`config.mk`:
```
export PLATFORM = sky130hd
export DESIGN_NAME = rdma_port_engine
export DESIGN_NICKNAME = d
export VERILOG_FILES = /design/src/rtl/rdma_pkg.sv /design/src/rtl/rdma_window.sv /design/src/rtl/rdma_ctl_regs.sv /design/src/rtl/rdma_beat_fsm.sv /design/src/rtl/rdma_port_engine.sv
export SDC_FILE = /design/constraint.sdc
export NUM_CORES = 1
export LEC_CHECK = 0
export ABC_CLOCK_PERIOD_IN_PS = 6600
export BUFFER_PORTS_ARGS = -buffer_cell sky130_fd_sc_hd__buf_2
export CORE_MARGIN = 3
export CORE_UTILIZATION = 55
export CTS_CLUSTER_SIZE = 28
export DETAILED_ROUTE_END_ITERATION = 7
export PLACE_DENSITY = 0.77
export SYNTH_ARGS = -nofsm -noshare
export SYNTH_HDL_FRONTEND = slang
export SYNTH_SLANG_ARGS = --single-unit
```
`constraint.sdc`:
```
create_clock -name clk -period 6.6 [get_ports clk]
set_input_delay 1.32 -clock clk [delete_from_list [all_inputs] [get_ports clk]]
set_output_delay 1.32 -clock clk [all_outputs]
set_load 0.05 [all_outputs]
```
`src/rtl/rdma_pkg.sv`:
```
package rdma_pkg;
    localparam int PTR_W    = 16;
    localparam int CNT_W    = 16;
    localparam int DP_W     = 32;
    localparam int DP_BYTES = DP_W / 8;
    localparam int BEAT_W   = $clog2(DP_BYTES);
    localparam int SIZE_W   = BEAT_W + 1;

    localparam logic [3:0] RA_CMD    = 4'd0;
    localparam logic [3:0] RA_FIRST  = 4'd1;
    localparam logic [3:0] RA_LAST   = 4'd2;
    localparam logic [3:0] RA_PTR_LO = 4'd3;
    localparam logic [3:0] RA_PTR_HI = 4'd4;
    localparam logic [3:0] RA_CNT_LO = 4'd5;
    localparam logic [3:0] RA_CNT_HI = 4'd6;
    localparam logic [3:0] RA_STATUS = 4'd7;
    localparam logic [3:0] RA_MASK   = 4'd8;
    localparam logic [3:0] RA_CFG    = 4'd9;

    localparam int CMD_HALT   = 0;
    localparam int CMD_RREAD  = 3;
    localparam int CMD_RWRITE = 4;

    localparam int ST_XFER_DONE = 6;
    localparam int ST_RESET     = 7;
    localparam logic [7:0] IRQ_ELIGIBLE = 8'h7F;

    typedef enum logic [1:0] {
        S_IDLE,
        S_BEAT,
        S_SETTLE
    } beat_state_e;
endpackage

```
`src/rtl/rdma_window.sv`:
```
module rdma_window #(
    parameter int ADDR_W   = 16,
    parameter int LOW_END  = 32,
    parameter int HIGH_BEG = 16384,
    parameter int HIGH_END = 49152
) (
    input  logic [ADDR_W-1:0] addr,
    output logic              ok
);
    logic [31:0] a32;

    always_comb begin
        a32 = 32'(addr);
        ok  = (a32 < 32'(LOW_END)) ||
              ((a32 >= 32'(HIGH_BEG)) && (a32 < 32'(HIGH_END)));
    end
endmodule

```
`src/rtl/rdma_ctl_regs.sv`:
```
module rdma_ctl_regs
    import rdma_pkg::*;
(
    input  logic              clk,
    input  logic              rst_n,
    input  logic              reg_wr,
    input  logic [3:0]        reg_addr,
    input  logic [7:0]        reg_wdata,
    output logic [7:0]        reg_rdata,
    input  logic              cmt_valid,
    input  logic [SIZE_W-1:0] cmt_size,
    output logic [PTR_W-1:0]  cur_ptr,
    output logic [CNT_W-1:0]  cur_cnt,
    output logic              word_mode,
    output logic              stat_reset,
    output logic              irq
);
    logic [7:0]       cmd_q, first_q, last_q, mask_q, cfg_q;
    logic [PTR_W-1:0] ptr_q, ptr_sum, ptr_adv;
    logic [CNT_W-1:0] cnt_q, cnt_adv;
    logic             done_q, rst_bit_q;
    logic             cnt_last, run_cmd, zero_start, done_set, done_clr;
    logic [7:0]       status_v;

    // Pointer/count advance with ring wrap
    always_comb begin
        ptr_sum  = ptr_q + PTR_W'(cmt_size);
        ptr_adv  = (ptr_sum == {last_q, 8'h00}) ? {first_q, 8'h00} : ptr_sum;
        cnt_last = (cnt_q <= CNT_W'(cmt_size));
        cnt_adv  = cnt_last ? '0 : (cnt_q - CNT_W'(cmt_size));
    end

    always_comb begin
        run_cmd    = reg_wr && (reg_addr == RA_CMD) && !reg_wdata[CMD_HALT];
        zero_start = run_cmd && (reg_wdata[CMD_RREAD] || reg_wdata[CMD_RWRITE]) &&
                     (cnt_q == '0);
        done_set   = (cmt_valid && cnt_last) || zero_start;
        done_clr   = reg_wr && (reg_addr == RA_STATUS) && reg_wdata[ST_XFER_DONE];
        status_v   = {rst_bit_q, done_q, 6'b0};
    end

    always_ff @(posedge clk) begin
        if (!rst_n) begin
            cmd_q     <= 8'h01;
            first_q   <= '0;
            last_q    <= '0;
            mask_q    <= '0;
            cfg_q     <= '0;
            ptr_q     <= '0;
            cnt_q     <= '0;
            done_q    <= 1'b0;
            rst_bit_q <= 1'b1;
        end else begin
            // set wins over a same-cycle clear
            if (done_set)      done_q <= 1'b1;
            else if (done_clr) done_q <= 1'b0;
            if (run_cmd) rst_bit_q <= 1'b0;

            // host byte writes take priority over an engine commit
            if (reg_wr && reg_addr == RA_PTR_LO)      ptr_q[7:0]  <= reg_wdata;
            else if (reg_wr && reg_addr == RA_PTR_HI) ptr_q[15:8] <= reg_wdata;
            else if (cmt_valid)                       ptr_q       <= ptr_adv;

            if (reg_wr && reg_addr == RA_CNT_LO)      cnt_q[7:0]  <= reg_wdata;
            else if (reg_wr && reg_addr == RA_CNT_HI) cnt_q[15:8] <= reg_wdata;
            else if (cmt_valid)                       cnt_q       <= cnt_adv;

            if (reg_wr) begin
                case (reg_addr)
                    RA_CMD:   cmd_q   <= reg_wdata;
                    RA_FIRST: first_q <= reg_wdata;
                    RA_LAST:  last_q  <= reg_wdata;
                    RA_MASK:  mask_q  <= reg_wdata;
                    RA_CFG:   cfg_q   <= reg_wdata;
                    default: ;
                endcase
            end
        end
    end

    always_comb begin
        case (reg_addr)
            RA_CMD:    reg_rdata = cmd_q;
            RA_FIRST:  reg_rdata = first_q;
            RA_LAST:   reg_rdata = last_q;
            RA_PTR_LO: reg_rdata = ptr_q[7:0];
            RA_PTR_HI: reg_rdata = ptr_q[15:8];
            RA_CNT_LO: reg_rdata = cnt_q[7:0];
            RA_CNT_HI: reg_rdata = cnt_q[15:8];
            RA_STATUS: reg_rdata = status_v;
            RA_MASK:   reg_rdata = mask_q;
            RA_CFG:    reg_rdata = cfg_q;
            default:   reg_rdata = 8'h00;
        endcase
    end

    assign cur_ptr    = ptr_q;
    assign cur_cnt    = cnt_q;
    assign word_mode  = cfg_q[0];
    assign stat_reset = rst_bit_q;
    assign irq        = |(status_v & mask_q & IRQ_ELIGIBLE);
endmodule

```
`src/rtl/rdma_beat_fsm.sv`:
```
module rdma_beat_fsm
    import rdma_pkg::*;
#(
    parameter int LOW_END  = 32,
    parameter int HIGH_BEG = 16384,
    parameter int HIGH_END = 49152
) (
    input  logic              clk,
    input  logic              rst_n,
    input  logic              dp_go,
    input  logic              dp_we,
    input  logic              dp_long,
    input  logic [DP_W-1:0]   dp_wdata,
    output logic [DP_W-1:0]   dp_rdata,
    output logic              dp_busy,
    output logic              dp_done,
    input  logic [PTR_W-1:0]  cur_ptr,
    input  logic              word_mode,
    output logic              cmt_valid,
    output logic [SIZE_W-1:0] cmt_size,
    output logic              mem_en,
    output logic              mem_we,
    output logic [PTR_W-1:0]  mem_addr,
    output logic [7:0]        mem_wdata,
    input  logic [7:0]        mem_rdata
);
    beat_state_e       state_q, state_d;
    logic [BEAT_W-1:0] beat_q, pend_idx_q;
    logic [SIZE_W-1:0] size_q, go_size;
    logic [PTR_W-1:0]  base_q, go_base;
    logic              ok_q, we_q, pend_q, done_q, go_ok;
    logic [DP_W-1:0]   wbuf_q, rbuf_q;
    logic              last_beat;

    always_comb begin
        go_size = dp_long ? SIZE_W'(4) : (word_mode ? SIZE_W'(2) : SIZE_W'(1));
        go_base = (dp_long || word_mode) ? {cur_ptr[PTR_W-1:1], 1'b0} : cur_ptr;
    end

    rdma_window #(
        .ADDR_W  (PTR_W),
        .LOW_END (LOW_END),
        .HIGH_BEG(HIGH_BEG),
        .HIGH_END(HIGH_END)
    ) u_win (
        .addr(go_base),
        .ok  (go_ok)
    );

    assign last_beat = ({1'b0, beat_q} == (size_q - SIZE_W'(1)));

    // state register
    always_ff @(posedge clk) begin
        if (!rst_n) state_q <= S_IDLE;
        else        state_q <= state_d;
    end

    // next state
    always_comb begin
        state_d = state_q;
        unique case (state_q)
            S_IDLE:   if (dp_go) state_d = S_BEAT;
            S_BEAT:   if (last_beat) state_d = S_SETTLE;
            S_SETTLE: state_d = S_IDLE;
            default:  state_d = S_IDLE;
        endcase
    end

    // datapath
    always_ff @(posedge clk) begin
        if (!rst_n) begin
            beat_q     <= '0;
            size_q     <= SIZE_W'(1);
            base_q     <= '0;
            ok_q       <= 1'b0;
            we_q       <= 1'b0;
            wbuf_q     <= '0;
            rbuf_q     <= '0;
            pend_q     <= 1'b0;
            pend_idx_q <= '0;
            done_q     <= 1'b0;
        end else begin
            pend_q     <= (state_q == S_BEAT) && !we_q && ok_q;
            pend_idx_q <= beat_q;
            done_q     <= (state_q == S_SETTLE);
            if (state_q == S_IDLE && dp_go) begin
                size_q <= go_size;
                base_q <= go_base;
                ok_q   <= go_ok;
                we_q   <= dp_we;
                wbuf_q <= dp_wdata;
                beat_q <= '0;
                for (int k = 0; k < DP_BYTES; k++) begin
                    rbuf_q[k*8 +: 8] <= ((k < 32'(go_size)) && !go_ok) ? 8'hFF : 8'h00;
                end
            end else begin
                if (state_q == S_BEAT) beat_q <= beat_q + BEAT_W'(1);
                if (pend_q) rbuf_q[{pend_idx_q, 3'b000} +: 8] <= mem_rdata;
            end
        end
    end

    // outputs
    always_comb begin
        mem_en    = (state_q == S_BEAT) && ok_q;
        mem_we    = we_q;
        mem_addr  = base_q + PTR_W'(beat_q);
        mem_wdata = wbuf_q[{beat_q, 3'b000} +: 8];
        dp_busy   = (state_q != S_IDLE);
        dp_done   = done_q;
        dp_rdata  = rbuf_q;
        cmt_valid = (state_q == S_SETTLE);
        cmt_size  = size_q;
    end
endmodule

```
`src/rtl/rdma_port_engine.sv`:
```
module rdma_port_engine
    import rdma_pkg::*;
#(
    parameter int LOW_END  = 32,
    parameter int HIGH_BEG = 16384,
    parameter int HIGH_END = 49152
) (
    input  logic        clk,
    input  logic        rst_n,
    input  logic        reg_wr,
    input  logic [3:0]  reg_addr,
    input  logic [7:0]  reg_wdata,
    output logic [7:0]  reg_rdata,
    input  logic        dp_go,
    input  logic        dp_we,
    input  logic        dp_long,
    input  logic [31:0] dp_wdata,
    output logic [31:0] dp_rdata,
    output logic        dp_busy,
    output logic        dp_done,
    output logic        mem_en,
    output logic        mem_we,
    output logic [15:0] mem_addr,
    output logic [7:0]  mem_wdata,
    input  logic [7:0]  mem_rdata,
    output logic        irq
);
    logic              cmt_valid;
    logic [SIZE_W-1:0] cmt_size;
    logic [PTR_W-1:0]  cur_ptr;
    logic [CNT_W-1:0]  cur_cnt;
    logic              word_mode;
    logic              stat_reset;

    rdma_ctl_regs u_regs (
        .clk       (clk),
        .rst_n     (rst_n),
        .reg_wr    (reg_wr),
        .reg_addr  (reg_addr),
        .reg_wdata (reg_wdata),
        .reg_rdata (reg_rdata),
        .cmt_valid (cmt_valid),
        .cmt_size  (cmt_size),
        .cur_ptr   (cur_ptr),
        .cur_cnt   (cur_cnt),
        .word_mode (word_mode),
        .stat_reset(stat_reset),
        .irq       (irq)
    );

    rdma_beat_fsm #(
        .LOW_END (LOW_END),
        .HIGH_BEG(HIGH_BEG),
        .HIGH_END(HIGH_END)
    ) u_fsm (
        .clk      (clk),
        .rst_n    (rst_n),
        .dp_go    (dp_go),
        .dp_we    (dp_we),
        .dp_long  (dp_long),
        .dp_wdata (dp_wdata),
        .dp_rdata (dp_rdata),
        .dp_busy  (dp_busy),
        .dp_done  (dp_done),
        .cur_ptr  (cur_ptr),
        .word_mode(word_mode),
        .cmt_valid(cmt_valid),
        .cmt_size (cmt_size),
        .mem_en   (mem_en),
        .mem_we   (mem_we),
        .mem_addr (mem_addr),
        .mem_wdata(mem_wdata),
        .mem_rdata(mem_rdata)
    );
endmodule

```
## Word level (Yosys, flattened, before mapping)

Index checks and enable logic that the tools add are counted.

- Add/subtract/negate cells: 6
- Magnitude comparators: 8
- Equal/unequal tests: 17
- Shift-type cells: 3
- Mux-type cells: 26
- Bitwise logic cells: 4
- Reduce and logical (&&, ||, !) cells: 49

Operators with widths:

| cell | count |
|---|---|
| $mux W8 | 10 |
| $pmux W8 S10 | 1 |
| $mux W16 | 4 |
| $mux W32 | 2 |
| $bwmux W32 | 1 |
| $shift A8 B7 Y32 const A | 1 |
| $shiftx A32 B6 Y8 | 1 |
| $shiftx A8 B7 Y32 | 1 |
| $logic_and A1 B1 Y1 | 20 |
| $reduce_and A2 Y1 | 10 |
| $add A16 B2 Y16 | 1 |
| $add A16 B3 Y16 | 1 |
| $eq A16 B16 Y1 | 1 |
| $eq A4 B3 Y1 const B | 4 |
| $ge A16 B15 Y1 const B | 1 |
| $le A16 B3 Y1 | 1 |
| $logic_not A16 Y1 | 1 |
| $lt A16 B16 Y1 const B | 1 |
| $lt A16 B6 Y1 const B | 1 |
| $sub A16 B3 Y16 | 1 |
| $reduce_bool A2 Y1 | 7 |
| $eq A4 B2 Y1 const B | 2 |
| $eq A4 B4 Y1 const B | 2 |
| $and A7 B7 Y7 | 1 |
| other kinds (22) | 37 |

- Register bits: 167
- Input port bits: 58
- Output and inout bits: 69
- Logic and storage cells: 135

## Depth between registers and ports, before layout

- Depth in word-level cells: 9
- Mapped depth: 13
- Gate-level depth less buffers: 11

## By module

From an unflattened synthesis, not the netlist that was laid out.

- Cell total of the unflattened synthesis: 1084
- Area total of the unflattened synthesis: 9265.1 um2

Modules (own cells, without submodules):

| module | instances | cells an instance | area each (um2) |
|---|---|---|---|
| rdma_ctl_regs | 1 | 594 | 4877.2 |
| rdma_beat_fsm | 1 | 486 | 4347.9 |
| rdma_window | 1 | 4 | 40.0 |

## Worst setup path before layout

Ideal clock, no wire load.

- Kind: input to output
- Start: input port reg_addr[0]
- End: output port reg_rdata[2]
- Data arrival time: 3393 ps
- Path slack: 1887 ps
- Stages on the path: 6
- Cells stage by stage: buf_1 -> buf_1 -> mux2i_1 -> nor2_1 -> a21oi_1 -> o21ai_0

- Cells in the longest elaborated chain, start to end: 2
- Elaborated cells on any way between the ends: 11

RTL lines:

| element | line | source |
|---|---|---|
| start, declared | rdma_port_engine.sv:11 | `input logic [3:0] reg_addr,` |
| $eq A4 B4 Y1, or another cell as far along | rdma_ctl_regs.sv:82 | `case (reg_addr)` |
| $pmux W8 S10 (*) | rdma_ctl_regs.sv:82 |  |
| end, declared | rdma_port_engine.sv:13 | `output logic [7:0] reg_rdata,` |

Every way passes the cells marked *; elsewhere a longest branch is shown, timed or not.

## Worst setup path after layout

- Start: register u_fsm.beat_q[0]
- End: output port mem_addr[14]

- Cells in the longest elaborated chain, start to end: 1

RTL lines:

| element | line | source |
|---|---|---|
| start, declared | rdma_beat_fsm.sv:28 | `logic [BEAT_W-1:0] beat_q, pend_idx_q;` |
| start signal, assigned | rdma_beat_fsm.sv:97 | `if (state_q == S_BEAT) beat_q <= beat_q + BEAT_W'(1);` |
| $add A16 B2 Y16 | rdma_beat_fsm.sv:107 | `mem_addr = base_q + PTR_W'(beat_q);` |
| end, declared | rdma_port_engine.sv:23 | `output logic [15:0] mem_addr,` |

Every way passes these cells.

==> key figures <==
Pwr
  • Maximum VDD drop: 207 µV
  • Power per cell area: 277 nW/µm²
  • Leakage power: 3.98 nW

Timing
  • Slew Viols, Final: 0
  • Final hold vios: 0
  • RSZ-0062 raised after global routing: false
  • Fraction of the cycle the final worst path needs: 70.2%
  • Slew @ Worst Pin: 1.23 ns
  • Clk_skew: approximately 0.015 ns
  • Min cycle time layout: 4.63 ns
  • Fmax: 216 MHz
  • Final setup TNS: 0 ns
  • Max_slew headroom: 17.5%
  • Setup violators final: 0

Die
  • Die Ht: between 100 and 150 µm
  • Die X: 132 µm
  • Initial core utilization: 56.9%
  • Floorplan row count: 45
  • I/O Pins: 127
  • Full die area: 17500 µm²
  • Core area: 15400 µm²

Route
  • Routed wire length: 25900 µm
  • Wirelength per Cell: 18.7 µm
  • DRC viols: 0
  • Via density: between 6 and 7
  • Antenna-violating nets left: 0
  • DR iter-0 viols: 899
  • DR pass1 iterations: 6
  • Vias: 8361

Logic synthesis
  • Syn Area/Cell: about 8 µm²
  • YS warnings: 0
  • Netlist Area Pre-Place: just under 9000 µm²
  • Cell variety after synth: 69
  • Post-synthesis sequential area ratio: 38.1%
  • Synth Net Count: roughly 1200
  • Area leader, netlist: dfxtp_1
  • Top_reg_cell synth: dfxtp_1
  • Top-area cell type share of the netlist area: 38.1%
  • #FFs+latches synth: about 170
  • Post-synth ARST share: 0%
  • Synthesized instance count: 1101
  • Top post-synthesis cells by area: dfxtp_1, nand2_1, a21oi_1
  • Post-synth EDFFs: 0

GRT
  • First-pass GRT wire length: 41300 µm
  • Grt ovf: 0
  • Total track usage: roughly 29%
  • Vias in the first global route: 7666
  • Largest net degree at the start of global routing: 105
  • Initial antenna violation count: 1

Cells and area
  • Synth-to-Final Area Change: 12.9%
  • Area of the multi-input gates: about 5000 µm²
  • Cell area after layout: 9910 µm²
  • Commonest cells after routing, fill and taps aside: nand2_1, dfxtp_1, a21oi_1
  • Fillers: 1381
  • Most common cell after layout, fill and taps aside: nand2_1
  • ANT cells: 0
  • Finished Core Util: 64.2%
  • Layout cell share with drive strength beyond 1: 16.4%
  • Final net count: 1238
  • Sequential cell area: roughly 3300 µm²

Place
  • Placer congestion estimate: 0.938
  • Area after DPL: between 9000 and 10000 µm²
  • Post-DP HPWL: ~18000 µm
  • IO buf count: 126

Worst hold path
  • Hold path depth: 2
  • Path type of the worst min-delay path: flop to flop

Setup path
  • Cell mode on critical path: nor2_1
  • Worst EP required: 5.28 ns
  • CP Capture Type: primary output
  • Slowest cell on crit path: dfxtp_1
  • Crit path max fanout: 15
  • CP max stage delay: 0.85 ns
  • Critical Path AT: 3.31 ns
  • Worst Path Class, Setup: flop to primary output
  • Setup crit start kind: flop
  • Reg2Reg Depth: 9
  • CP Cell Sequence: ha_1 -> inv_1 -> fa_1 -> nor2_1 -> and3_1 -> nand3_1 -> nor2_1 -> xor2_1 -> buf_2

CTS
  • Post-CTS Setup Repair Bufs: 0
  • Clock latency on the worst-skew pair: 0.44 ns
  • Root buffer cell: clkbuf_16
  • H-tree levels: 4
  • Clock sink count: 167
  • CTS Buf Count: 17
  • CTS Buffer Depth: 2
  • Worst-path clk slew: approximately 0.07 ns
  • CTS tree: built
  • Cts hold-fix bufs: 0
  • Resized cells post-CTS: 0

Status
  • Status: completed

Flow run
  • Max cap viols: 0
## area by class of cell
type | instances | share of cell area, %
clock buffer | 17 | 4.29
clock inverter | 15 | 1.54
inverter | 15 | 0.581
multi-input combinational | 834 | 50.6
sequential | 167 | 33.8
tap | 211 | 2.67
timing repair buffer | 129 | 6.59
## worst paths after layout
kind                             startpoint                               to  slack [ns]
max            u_fsm.beat_q[0]$_SDFFE_PP0N_                     mem_addr[14]        1.97
min           u_fsm.wbuf_q[21]$_SDFFE_PN0P_    u_fsm.wbuf_q[21]$_SDFFE_PN0P_        0.45
max reg2reg  u_fsm.cmt_size[0]$_SDFFE_PN1P_  u_regs.cur_ptr[10]$_SDFFE_PN0P_        3.05
min reg2reg   u_fsm.wbuf_q[21]$_SDFFE_PN0P_    u_fsm.wbuf_q[21]$_SDFFE_PN0P_        0.45
## metrics by stage
step / setup WS [ns] / power, mW / cells / hold slack [ns]
finish: 1.97 / 2.74 / 1388 / 0.455
global route: 1.71 / 2.86 / 1388 / 0.476
CTS: 1.93 / 2.74 / 1388 / 0.453
detailed placement: 2.16 / 1.78 / 1356 / 0.444
global placement: 2.15 / 1.78 / 1356 / 0.440
floorplan: 1.89 / 1.63 / 1101 / 0.433
## worst max-delay path, delay by kind of cell, from the launching register on
kind | cells | cell delay (ns)
flip-flops | 1 | 0.85
XOR/XNOR | 1 | 0.15
adder cells (fa/ha/maj) | 2 | 0.76
AND/OR/NAND/NOR | 4 | 0.76
buffers and inverters | 2 | 0.34
## logic make-up after synthesis
group	share of synthesized area, %
multiplexers	7.76
flip-flops	38.1
AND/OR/NAND/NOR	21.4
AO/OA/AOI/OAI	20.8
buffers and inverters	4.86
adder cells (fa/ha/maj)	2.54
XOR/XNOR	4.49
## cells in the mapped netlist (4+ instances only)
cell        n
nand2_1   194
dfxtp_1   167
a21oi_1   130
nor2_1    101
o21ai_0    68
clkbuf_1   57
mux2i_1    41
xnor2_1    26
a22oi_1    22
nand3_1    22
nor3_1     20
xor2_1     19
buf_1      14
inv_1      14
ha_1       13
nor2b_1    12
a211oi_1   10
mux4_2     10
a31oi_1     9
and2_1      9
and3_1      9
nor4_1      9
buf_2       8
o31ai_1     8
nand4_1     7
a22o_1      6
nand2b_1    6
o32ai_1     6
or2_2       5
or3_1       5
buf_6       4
mux2_2      4
o211ai_1    4
o41ai_1     4
## sequential cells by signal, indices dropped and copies added (netlist names), 3 cells and up
signal	count
u_regs.first_q	8
u_regs.cfg_q	8
u_fsm.dp_rdata	32
u_fsm.cmt_size	3
u_regs.mask_q	8
u_fsm.base_q	16
u_regs.last_q	8
u_regs.cur_cnt	16
u_fsm.wbuf_q	32
u_regs.cur_ptr	16
u_regs.cmd_q	8
## layer usage
metal | track usage, % | vias up | wire (µm)
met5 | 0 | - | 12
met4 | 10.9 | 2 | 711
met3 | 5.80 | 62 | 1980
met2 | 43.1 | 355 | 11500
met1 | 42.0 | 3924 | 11700
li1 | - | 4018 | -
## power by group
part | internal [mW] | total (mW) | switching, mW
Clock | 0.503 | 0.971 | 0.468
Combinational | 0.202 | 0.637 | 0.434
Sequential | 1.07 | 1.13 | 0.0634
Total | 1.77 | 2.74 | 0.966
No activity file was read; power rests on OpenSTA's default activity.
